--- config.mk ---
export PLATFORM = sky130hd
export DESIGN_NAME = lpm_ctrl
export DESIGN_NICKNAME = d
export VERILOG_FILES = /design/src/rtl/lpm_pkg.sv /design/src/rtl/lpm_sync.sv /design/src/rtl/lpm_regs.sv /design/src/rtl/lpm_fsm.sv /design/src/rtl/lpm_gate.sv /design/src/rtl/lpm_ctrl.sv
export SDC_FILE = /design/constraint.sdc
export NUM_CORES = 1
export LEC_CHECK = 0
export ABC_CLOCK_PERIOD_IN_PS = 3370
export BUFFER_PORTS_ARGS = -buffer_cell sky130_fd_sc_hd__buf_4
export CAP_MARGIN = 15
export CORE_ASPECT_RATIO = 0.9
export CORE_MARGIN = 1
export CORE_UTILIZATION = 45
export CTS_CLUSTER_SIZE = 10
export DETAILED_ROUTE_END_ITERATION = 7
export GPL_TIMING_DRIVEN = 0
export PLACE_DENSITY = 0.79
export SLEW_MARGIN = 20
export SYNTH_ARGS = -nofsm -noshare
export SYNTH_HDL_FRONTEND = slang
export SYNTH_HIERARCHICAL = 1
export SYNTH_SLANG_ARGS = --single-unit
--- constraint.sdc ---
create_clock -name clk -period 3.37 [get_ports clk]
set_input_delay 1.011 -clock clk [delete_from_list [all_inputs] [get_ports clk]]
set_output_delay 1.011 -clock clk [all_outputs]
set_load 0.1 [all_outputs]
--- src/rtl/lpm_pkg.sv ---
package lpm_pkg;

   typedef enum logic [1:0] {
      MODE_RUN   = 2'd0,
      MODE_DOZE  = 2'd1,
      MODE_SLEEP = 2'd2,
      MODE_SUSP  = 2'd3
   } lpm_mode_e;

   typedef enum logic [1:0] {
      WAKE_NONE  = 2'd0,
      WAKE_TICK  = 2'd1,
      WAKE_IRQ   = 2'd2,
      WAKE_RESET = 2'd3
   } lpm_cause_e;

   localparam int REG_CTRL    = 0;
   localparam int REG_SETTLE  = 1;
   localparam int REG_STATUS  = 2;

   localparam int NUM_DOMAINS = 3;
   localparam int DOM_CPU     = 0;
   localparam int DOM_TICK    = 1;
   localparam int DOM_PIC     = 2;

   localparam int STATUS_W    = 5;

endpackage

--- src/rtl/lpm_sync.sv ---
module lpm_sync #(
   parameter int WIDTH  = 2,
   parameter int STAGES = 2
) (
   input  logic             clk,
   input  logic             rst_n,
   input  logic [WIDTH-1:0] d,
   output logic [WIDTH-1:0] q
);

   generate
      if (WIDTH < 1) begin : g_bad_width
         $error("lpm_sync: WIDTH must be at least 1");
      end
      if (STAGES < 0) begin : g_bad_stages
         $error("lpm_sync: STAGES must not be negative");
      end

      if (STAGES == 0) begin : g_pass
         logic unused_clk;
         assign unused_clk = clk ^ rst_n;
         assign q = d;
      end else begin : g_chain
         logic [WIDTH-1:0] stage_q [STAGES];
         always_ff @(posedge clk or negedge rst_n) begin
            if (!rst_n) begin
               for (int i = 0; i < STAGES; i++) stage_q[i] <= '0;
            end else begin
               stage_q[0] <= d;
               for (int i = 1; i < STAGES; i++) stage_q[i] <= stage_q[i-1];
            end
         end
         assign q = stage_q[STAGES-1];
      end
   endgenerate

endmodule

--- src/rtl/lpm_regs.sv ---
module lpm_regs
   import lpm_pkg::*;
#(
   parameter int FREQ_W     = 4,
   parameter int SETTLE_W   = 8,
   parameter int DATA_W     = 8,
   parameter int ADDR_W     = 2,
   parameter int SETTLE_RST = 2
) (
   input  logic                clk,
   input  logic                rst_n,
   input  logic                wr_en,
   input  logic [ADDR_W-1:0]   addr,
   input  logic [DATA_W-1:0]   wdata,
   output logic [DATA_W-1:0]   rdata,
   input  lpm_mode_e           mode_i,
   input  logic                waking_i,
   input  lpm_cause_e          cause_i,
   output logic [FREQ_W-1:0]   freq_o,
   output logic [SETTLE_W-1:0] settle_o,
   output logic                mode_req_o,
   output lpm_mode_e           mode_sel_o
);

   localparam int BIT_DOZE  = FREQ_W;
   localparam int BIT_SLEEP = FREQ_W + 1;
   localparam int BIT_SUSP  = FREQ_W + 2;

   localparam logic [ADDR_W-1:0] A_CTRL   = ADDR_W'(REG_CTRL);
   localparam logic [ADDR_W-1:0] A_SETTLE = ADDR_W'(REG_SETTLE);
   localparam logic [ADDR_W-1:0] A_STATUS = ADDR_W'(REG_STATUS);

   generate
      if (DATA_W < FREQ_W + 3) begin : g_bad_ctrl
         $error("lpm_regs: DATA_W too narrow for CTRL");
      end
      if (SETTLE_RST < 0 || SETTLE_RST >= (1 << SETTLE_W)) begin : g_bad_rst
         $error("lpm_regs: SETTLE_RST out of range");
      end
   endgenerate

   logic wr_ctrl;
   logic wr_settle;
   logic unused_wdata;

   assign wr_ctrl      = wr_en && (addr == A_CTRL);
   assign wr_settle    = wr_en && (addr == A_SETTLE);
   assign unused_wdata = ^wdata;

   // deepest requested mode wins
   always_comb begin
      if (wdata[BIT_SUSP])       mode_sel_o = MODE_SUSP;
      else if (wdata[BIT_SLEEP]) mode_sel_o = MODE_SLEEP;
      else if (wdata[BIT_DOZE])  mode_sel_o = MODE_DOZE;
      else                       mode_sel_o = MODE_RUN;
   end

   assign mode_req_o = wr_ctrl && (mode_sel_o != MODE_RUN);

   always_ff @(posedge clk or negedge rst_n) begin
      if (!rst_n) begin
         freq_o   <= '0;
         settle_o <= SETTLE_W'(SETTLE_RST);
      end else begin
         if (wr_ctrl)   freq_o   <= wdata[FREQ_W-1:0];
         if (wr_settle) settle_o <= wdata[SETTLE_W-1:0];
      end
   end

   always_comb begin
      case (addr)
         A_CTRL:   rdata = DATA_W'(freq_o);
         A_SETTLE: rdata = DATA_W'(settle_o);
         A_STATUS: rdata = DATA_W'({cause_i, waking_i, mode_i});
         default:  rdata = '0;
      endcase
   end

   assert_freq_follow_R1: assert property (@(posedge clk) disable iff (!rst_n)
      wr_ctrl |=> (freq_o == $past(wdata[FREQ_W-1:0])));

endmodule

--- src/rtl/lpm_fsm.sv ---
module lpm_fsm
   import lpm_pkg::*;
#(
   parameter int SETTLE_W = 8
) (
   input  logic                clk,
   input  logic                rst_n,
   input  logic                mode_req,
   input  lpm_mode_e           mode_sel,
   input  logic                tick_s,
   input  logic                irq_s,
   input  logic [SETTLE_W-1:0] settle_val,
   output lpm_mode_e           mode_o,
   output logic                waking_o,
   output lpm_cause_e          cause_o,
   output logic                volt_low_o
);

   generate
      if (SETTLE_W < 1) begin : g_bad_settle
         $error("lpm_fsm: SETTLE_W must be at least 1");
      end
   endgenerate

   logic [SETTLE_W-1:0] cnt_q;

   always_ff @(posedge clk or negedge rst_n) begin
      if (!rst_n) begin
         mode_o   <= MODE_RUN;
         waking_o <= 1'b0;
         cnt_q    <= '0;
         cause_o  <= WAKE_RESET;
      end else if (waking_o) begin
         if (cnt_q == '0) begin
            mode_o   <= MODE_RUN;
            waking_o <= 1'b0;
         end else begin
            cnt_q <= cnt_q - 1'b1;
         end
      end else begin
         case (mode_o)
            MODE_RUN: begin
               if (mode_req) mode_o <= mode_sel;
            end
            MODE_DOZE: begin
               if (irq_s) begin
                  waking_o <= 1'b1;
                  cnt_q    <= settle_val;
                  cause_o  <= WAKE_IRQ;
               end else if (tick_s) begin
                  waking_o <= 1'b1;
                  cnt_q    <= settle_val;
                  cause_o  <= WAKE_TICK;
               end
            end
            MODE_SLEEP: begin
               if (irq_s) begin
                  waking_o <= 1'b1;
                  cnt_q    <= settle_val;
                  cause_o  <= WAKE_IRQ;
               end
            end
            default: ; // suspend: only reset leaves
         endcase
      end
   end

   assign volt_low_o = !waking_o && (mode_o == MODE_SLEEP || mode_o == MODE_SUSP);

   assert_settle_hold_R8: assert property (@(posedge clk) disable iff (!rst_n)
      (waking_o && cnt_q != '0) |=> (waking_o && mode_o == $past(mode_o)));

   assert_susp_sticky_R7: assert property (@(posedge clk) disable iff (!rst_n)
      (mode_o == MODE_SUSP && !waking_o) |=> (mode_o == MODE_SUSP));

   assert_sleep_tick_ignored_R6: assert property (@(posedge clk) disable iff (!rst_n)
      (mode_o == MODE_SLEEP && !waking_o && !irq_s) |=> (mode_o == MODE_SLEEP && !waking_o));

   assert_entry_by_write_R3: assert property (@(posedge clk) disable iff (!rst_n)
      (mode_o == MODE_RUN && !waking_o && !mode_req) |=> (mode_o == MODE_RUN));

   assert_doze_wake_R5: assert property (@(posedge clk) disable iff (!rst_n)
      (mode_o == MODE_DOZE && !waking_o && (tick_s || irq_s)) |=> waking_o);

endmodule

--- src/rtl/lpm_gate.sv ---
module lpm_gate
   import lpm_pkg::*;
#(
   parameter int NUM_DOM = NUM_DOMAINS
) (
   input  lpm_mode_e          mode_i,
   output logic [NUM_DOM-1:0] en_o
);

   generate
      if (NUM_DOM < 1 || NUM_DOM > 3) begin : g_bad_dom
         $error("lpm_gate: NUM_DOM must be 1 to 3");
      end
      // domain d keeps its clock while the mode depth does not exceed d
      for (genvar d = 0; d < NUM_DOM; d++) begin : g_dom
         assign en_o[d] = (int'(mode_i) <= d);
      end
   endgenerate

endmodule

--- src/rtl/lpm_ctrl.sv ---
module lpm_ctrl
   import lpm_pkg::*;
#(
   parameter int FREQ_W      = 4,
   parameter int SETTLE_W    = 8,
   parameter int DATA_W      = 8,
   parameter int ADDR_W      = 2,
   parameter int SYNC_STAGES = 2,
   parameter int SETTLE_RST  = 2
) (
   input  logic              clk,
   input  logic              rst_n,
   input  logic              reg_wr,
   input  logic [ADDR_W-1:0] reg_addr,
   input  logic [DATA_W-1:0] reg_wdata,
   output logic [DATA_W-1:0] reg_rdata,
   input  logic              tick_evt,
   input  logic              irq_pend,
   output logic [FREQ_W-1:0] freq_lvl,
   output logic              cpu_clk_en,
   output logic              tick_clk_en,
   output logic              pic_clk_en,
   output logic              volt_low_req
);

   generate
      if (FREQ_W < 1) begin : g_bad_freq
         $error("lpm_ctrl: FREQ_W must be at least 1");
      end
      if (DATA_W < SETTLE_W || DATA_W < STATUS_W) begin : g_bad_data
         $error("lpm_ctrl: DATA_W too narrow");
      end
      if (ADDR_W < 2) begin : g_bad_addr
         $error("lpm_ctrl: ADDR_W must be at least 2");
      end
   endgenerate

   logic                   tick_s;
   logic                   irq_s;
   logic                   mode_req;
   lpm_mode_e              mode_sel;
   lpm_mode_e              mode_q;
   logic                   waking;
   lpm_cause_e             cause;
   logic [SETTLE_W-1:0]    settle_val;
   logic [NUM_DOMAINS-1:0] dom_en;

   lpm_sync #(.WIDTH(2), .STAGES(SYNC_STAGES)) u_sync (
      .clk   (clk),
      .rst_n (rst_n),
      .d     ({irq_pend, tick_evt}),
      .q     ({irq_s, tick_s})
   );

   lpm_regs #(
      .FREQ_W     (FREQ_W),
      .SETTLE_W   (SETTLE_W),
      .DATA_W     (DATA_W),
      .ADDR_W     (ADDR_W),
      .SETTLE_RST (SETTLE_RST)
   ) u_regs (
      .clk        (clk),
      .rst_n      (rst_n),
      .wr_en      (reg_wr),
      .addr       (reg_addr),
      .wdata      (reg_wdata),
      .rdata      (reg_rdata),
      .mode_i     (mode_q),
      .waking_i   (waking),
      .cause_i    (cause),
      .freq_o     (freq_lvl),
      .settle_o   (settle_val),
      .mode_req_o (mode_req),
      .mode_sel_o (mode_sel)
   );

   lpm_fsm #(.SETTLE_W(SETTLE_W)) u_fsm (
      .clk        (clk),
      .rst_n      (rst_n),
      .mode_req   (mode_req),
      .mode_sel   (mode_sel),
      .tick_s     (tick_s),
      .irq_s      (irq_s),
      .settle_val (settle_val),
      .mode_o     (mode_q),
      .waking_o   (waking),
      .cause_o    (cause),
      .volt_low_o (volt_low_req)
   );

   lpm_gate #(.NUM_DOM(NUM_DOMAINS)) u_gate (
      .mode_i (mode_q),
      .en_o   (dom_en)
   );

   assign cpu_clk_en  = dom_en[DOM_CPU];
   assign tick_clk_en = dom_en[DOM_TICK];
   assign pic_clk_en  = dom_en[DOM_PIC];

   assert_run_all_on_R4: assert property (@(posedge clk) disable iff (!rst_n)
      (mode_q == MODE_RUN) |-> (cpu_clk_en && tick_clk_en && pic_clk_en && !volt_low_req));

   assert_volt_gates_R4: assert property (@(posedge clk) disable iff (!rst_n)
      volt_low_req |-> (!cpu_clk_en && !tick_clk_en));

   assert_wake_order_R8: assert property (@(posedge clk) disable iff (!rst_n)
      $rose(waking) |-> (!cpu_clk_en && !volt_low_req));

   assert_pic_off_susp_R7: assert property (@(posedge clk) disable iff (!rst_n)
      !pic_clk_en |-> volt_low_req);

endmodule

==> results.json, run 1 <==
{
  "path_cells": "buf_6 -> nor2b_1 -> clkbuf_1 -> and2_1 -> buf_4",
  "antenna_found_initial": 0,
  "gp_congestion": 0.802,
  "cts.clk_slew.worst_paths_ns": 0.06,
  "ys_async_sr_fraction": 1.00,
  "critical_path_class": "input port to output port",
  "nNetsFinal": 201,
  "tritoncts": "done",
  "grt_pass1_wl_um": 5640,
  "die_area_um2": 3830,
  "die_h_um": 58.8,
  "ant_nets": 0,
  "vias": 1221,
  "route.detailed.drc": 0,
  "synth.distinct_cells": 45,
  "grt_max_degree": 30,
  "cts_setup_buffers": 0,
  "hold_ws_ns": 0.358,
  "slowest_stage": "clkbuf_1",
  "power_density_nw_per_um2": 917,
  "rsz0062_at_grt": "no",
  "synth-edff-count": 0,
  "ir_drop_mv": 0.805,
  "yosysTopAreaCellShare": 0.403,
  "clock-sinks": 29,
  "fill_cells": 285,
  "clock_latency_ns": 0.28,
  "grt_pass1_vias": 1208,
  "io_pins": 31,
  "synthToLayoutAreaGrowth_pct": 23.4,
  "cts_made_buffers": 5,
  "syn_area_um2": 1620,
  "drv_slew": 0,
  "yosysWarnings": 6,
  "clockBufferDepth": 2,
  "portBuffers": 28,
  "cp_data_arrival_time_ns": 2.19,
  "initial_core_util": 0.475,
  "total_power_mw": 1.83,
  "synth_area_leaders": "dfrtp_1 40%, mux2_2 9.1%, mux2i_1 5.6%",
  "diodes": 0,
  "synth_cells": 145,
  "clock_skew_ns": 0.00785,
  "grt_overflow": 0,
  "hold_class": "flip-flop to flip-flop",
  "crit_fanout": 8,
  "ys.flop_type": "dfrtp_1",
  "hold_violations": 0,
  "slew_headroom": 0.592,
  "drt-initial-drc-count": 22,
  "yosys-top-cells-count": "26 x dfrtp_1, 13 x mux2_2, 12 x inv_1",
  "postSynthAreaPerCell_um2": 11.1,
  "syn_nets": 166,
  "row_count": 20,
  "wirelength_um": 3490,
  "synth_seq_area_share": 0.452,
  "ys_ff_latch": 29,
  "max_cap_violations": 0,
  "cp_num_buf_inv": 3,
  "end_kind": "output port",
  "setup_viol_count_final": 0,
  "wire_per_inst_um": 15.5,
  "p_leak_nw": 0.930,
  "die_w_um": 65.2,
  "critical_path.top_delay_family": "buffers and inverters",
  "gr-usage-all-layers": 0.203,
  "cts_resized": 0,
  "crit_path_start_kind": "input port",
  "firstDrtPassIters": 5,
  "htree_levels": 2,
  "outcome": "completed",
  "cp.required_ns": 2.36,
  "critPathMaxStageDelay_ns": 0.40,
  "yosysTopAreaCell": "dfrtp_1",
  "cts_hold_buf": 0,
  "tightest_slew_ns": 0.604,
  "fmax_mhz": 312,
  "fin_crit_sh": 0.950,
  "yosys.cell_count.top_type": "dfrtp_1",
  "dp_hpwl_um": 2600,
  "root_buffer": "clkbuf_8",
  "fin_crit_ns": 3.20,
  "coreArea_um2": 3400,
  "drive_above_1_share": 0.387,
  "viasPerCell": 5.43
}
## area by class of cell
type	count	area [um2]	area share
inverter	12	45.0	0.0226
sequential	29	729	0.366
clock inverter	1	5.00	0.00251
clock buffer	7	76.3	0.0383
tap	44	55.1	0.0276
multi-input combinational	97	821	0.412
buffer	7	51.3	0.0257
timing repair buffer	28	210	0.105
## cell usage in the layout, fill, tap and decap left out, types with 2 or more instances in the layout
| cell type | netlist | final |
|---|---|---|
| dfstp_2 | 3 | 3 |
| a22o_1 | 2 | 2 |
| mux2_2 | 13 | 13 |
| buf_6 | 2 | 2 |
| ha_1 | 6 | 6 |
| o2bb2ai_2 | 0 | 5 |
| nor3b_1 | 2 | 2 |
| inv_1 | 12 | 12 |
| clkbuf_8 | 0 | 5 |
| buf_4 | 2 | 30 |
| clkbuf_1 | 1 | 3 |
| nand3_1 | 4 | 4 |
| nor2b_1 | 2 | 2 |
| nor2_1 | 9 | 9 |
| a21oi_1 | 3 | 3 |
| mux2i_1 | 9 | 9 |
| nand2_1 | 11 | 11 |
| and2_1 | 3 | 3 |
| dfrtp_1 | 26 | 26 |
| a31oi_1 | 2 | 2 |
| o21ai_0 | 3 | 3 |
## metrics by stage
step                cells  instance area (um2)  setup WS, ns  TNS [ns]  utilization
finish                225                 1990         0.170         0        0.586
detailed placement    217                 1910         0.200         0        0.562
floorplan             145                 1650      -0.00631   -0.0189            -
CTS                   225                 1990         0.189         0        0.586
global placement      217                 1910         0.215         0        0.562
global route          225                 1990         0.110         0        0.586
## final timing paths
| path | start | to | slack (ns) | cells past startpoint |
|---|---|---|---|---|
| min | u_sync/g_chain.stage_q[3]$_DFF_PN0_ | u_sync/q[1]$_DFF_PN0_ | 0.36 | 0 |
| max in group asynchronous | rst_n | u_regs/settle_o[1]$_DFFE_PN1P_ | 2.41 | 1 |
| min reg2reg | u_sync/g_chain.stage_q[3]$_DFF_PN0_ | u_sync/q[1]$_DFF_PN0_ | 0.36 | 0 |
| max reg2reg | u_fsm/mode_o[0]$_DFFE_PN0P_ | u_fsm/cnt_q[4]$_DFFE_PN0P_ | 1.42 | 7 |
| min in group asynchronous | rst_n | u_sync/g_chain.stage_q[2]$_DFF_PN0_ | 0.64 | 1 |
| max | reg_addr[0] | reg_rdata[7] | 0.17 | 5 |
## report_power, final
part           leakage [nW]  total (mW)  switching [mW]  internal [mW]
Sequential            0.339       0.599           0.132          0.467
Combinational         0.549       0.955           0.638          0.317
Clock                0.0422       0.273           0.129          0.144
Total                 0.930        1.83           0.898          0.929
## flip-flops by register name (all words and copies together), names as in the netlist
signal,count
u_fsm/mode_o,2
u_regs/settle_o,8
u_sync/q,2
u_sync/g_chain.stage_q,2
u_fsm/waking_o,1
u_fsm/cnt_q,8
u_regs/freq_o,4
u_fsm/cause_o,2
## metal layers
metal	wire (um)	GRT usage
met5	0	0
met4	29	0.0994
met1	1520	0.238
met2	1710	0.339
met3	236	0.0640
## kinds of logic (layout without fill, tap and decap cells)
kind of cell             Yosys count  count (layout)  synth area share
XOR/XNOR                           2               2            0.0108
adder cells (fa/ha/maj)            6               6            0.0465
AND/OR/NAND/NOR                   40              40             0.150
buffers and inverters             19              55            0.0596
multiplexers                      22              22             0.146
AO/OA/AOI/OAI                     27              27             0.135
flip-flops                        29              29             0.452
No activity file was read; power rests on OpenSTA's default activity.
==> inputs of run 2 (changes only) <==
Settings changed: REMOVE_ABC_BUFFERS set to 1.
==> run 2 against run 1 <==
  * Cell count shrank 2.2%
  * Core utilization shrank 1.9 points
  * Sequential cell count is the same
  * Critical endpoint is now reg_rdata[0]
  * Via count shrank 5.4%
  * First-iteration DRC count grew 120%
==> results.json, run 2 (synthesis results as in run 1) <==
{
  "outcome": "completed",
  "fmax_mhz": 310,
  "cts_setup_buffers": 0,
  "firstDrtPassIters": 4,
  "io_pins": 31,
  "utilization": 0.566,
  "diodes": 0,
  "grt_pass1_vias": 1163,
  "clockBufferDepth": 2,
  "pwr-share-comb": 0.510,
  "antenna_found_initial": 0,
  "setup_viol_count_final": 0,
  "tritoncts": "done",
  "fin_crit_sh": 0.958,
  "p_leak_nw": 0.903,
  "r2r_start": "u_fsm/mode_o[0]$_DFFE_PN0P_",
  "ant_nets": 0,
  "viasPerCell": 5.25,
  "drt-initial-drc-count": 49,
  "drv_slew": 0,
  "fin_crit_ns": 3.23,
  "clock_skew_ns": 0.00323,
  "clock-sinks": 29,
  "wirelength_um": 3220,
  "crit_end": "reg_rdata[0]",
  "gp_congestion": 0.836,
  "grt_overflow": 0,
  "rrSetupSlack_ns": 1.30,
  "root_buffer": "clkbuf_8",
  "ir_drop_mv": 0.424,
  "power_density_nw_per_um2": 927,
  "cts.clk_slew.worst_paths_ns": 0.06,
  "end_kind": "output port",
  "crit_fanout": 8,
  "dp_hpwl_um": 2350,
  "max_cap_violations": 0,
  "swShare": 0.490,
  "p_sw_mw": 0.875,
  "grt_pass1_wl_um": 5400,
  "route.detailed.drc": 0,
  "coreArea_um2": 3400,
  "finalSetupTns_ns": 0,
  "final_area_um2": 1930,
  "crit_start": "reg_addr[0]",
  "drive_above_1_share": 0.352,
  "cts_made_buffers": 5,
  "layout_setup_ws_ns": 0.143,
  "cts_hold_buf": 0,
  "final_cell_mix": "30 x buf_4, 26 x dfrtp_1, 13 x mux2_2",
  "placed_area_um2": 1840,
  "wire_per_inst_um": 14.6,
  "slew_headroom": 0.588,
  "row_count": 20,
  "vias": 1155,
  "initial_core_util": 0.475,
  "critical_path_class": "input port to output port",
  "die_w_um": 65.2,
  "hold_violations": 0,
  "portBuffers": 30,
  "rr_worst_depth": 6,
  "cts_resized": 0,
  "p_seq_frac": 0.339,
  "cp_data_arrival_time_ns": 2.22,
  "die_h_um": 58.8,
  "gr-usage-all-layers": 0.196,
  "rsz0062_at_grt": "no",
  "r2r-end": "u_fsm/cnt_q[4]$_DFFE_PN0P_",
  "hold_class": "flip-flop to flip-flop",
  "final_common_cell": "buf_4",
  "synthToLayoutAreaGrowth_pct": 19.3,
  "internal-power_mw": 0.912,
  "p_clk_frac": 0.151,
  "clock_latency_ns": 0.28,
  "cp.required_ns": 2.36,
  "tightest_slew_ns": 0.617,
  "preCtsSetupSlack_ns": 0.160,
  "die_area_um2": 3830,
  "grt_max_degree": 30,
  "nNetsFinal": 196,
  "crit_path_start_kind": "input port",
  "top_regs": "u_fsm/cnt_q: 8 flops, u_regs/settle_o: 8 flops, u_regs/freq_o: 4 flops",
  "htree_levels": 2
}
-- run 2: cell types whose count changed in the layout (fill, tap and decap cells not counted), sizes merged --
cell / delta
buf: -3
clkbuf: -3
clkinv: +1
-- run 2: how the worst min path moves through the flow --
stage | start | endpoint | cells after the start
after floorplan | u_sync/g_chain.stage_q[2]$_DFF_PN0_ | u_sync/q[0]$_DFF_PN0_ | 0
after global placement | u_sync/g_chain.stage_q[3]$_DFF_PN0_ | u_sync/q[1]$_DFF_PN0_ | 0
after detailed placement | u_sync/g_chain.stage_q[3]$_DFF_PN0_ | u_sync/q[1]$_DFF_PN0_ | 0
after CTS | u_sync/g_chain.stage_q[3]$_DFF_PN0_ | u_sync/q[1]$_DFF_PN0_ | 0
after global routing | u_sync/g_chain.stage_q[2]$_DFF_PN0_ | u_sync/q[0]$_DFF_PN0_ | 0
final | u_sync/g_chain.stage_q[3]$_DFF_PN0_ | u_sync/q[1]$_DFF_PN0_ | 0
-- run 2: worst max-delay path, stage by stage --
cell       delay [ns]
buf_4            0.15
nor2b_1          0.53
o2bb2ai_1        0.20
buf_4            0.32
-- run 2: area by class of cell --
cell class	instances	area, um2
clock buffer	6	72.6
sequential	29	729
multi-input combinational	97	790
tap	44	55.1
fill	307	1480
timing repair buffer	30	225
inverter	12	45.0
clock inverter	2	10.0
-- run 2: power groups by stage --
stage          registers, mW  logic [mW]  clock network (mW)
3_5_place_dp           0.610       0.909                   0
2_1_floorplan          0.635       0.656                   0
4_1_cts                0.605       0.913               0.279
3_3_place_gp           0.601       0.886                   0
6_report               0.606       0.912               0.269
5_1_grt                0.625       0.973               0.294
-- run 2: layer usage --
| metal | part of all wire | vias up | global-route usage |
|---|---|---|---|
| li1 | - | 568 | - |
| met1 | 0.49 | 548 | 0.258 |
| met2 | 0.44 | 35 | 0.301 |
| met3 | 0.058 | 4 | 0.0601 |
| met4 | 0.014 | 0 | 0.0870 |
| met5 | 0 | - | 0 |
-- run 2: stage by stage --
step | hold slack (ns) | cells | total power, mW
detailed placement | 0.339 | 212 | 1.52
global placement | 0.335 | 212 | 1.49
floorplan | 0.331 | 138 | 1.29
global route | 0.364 | 220 | 1.89
CTS | 0.352 | 220 | 1.80
finish | 0.350 | 220 | 1.79
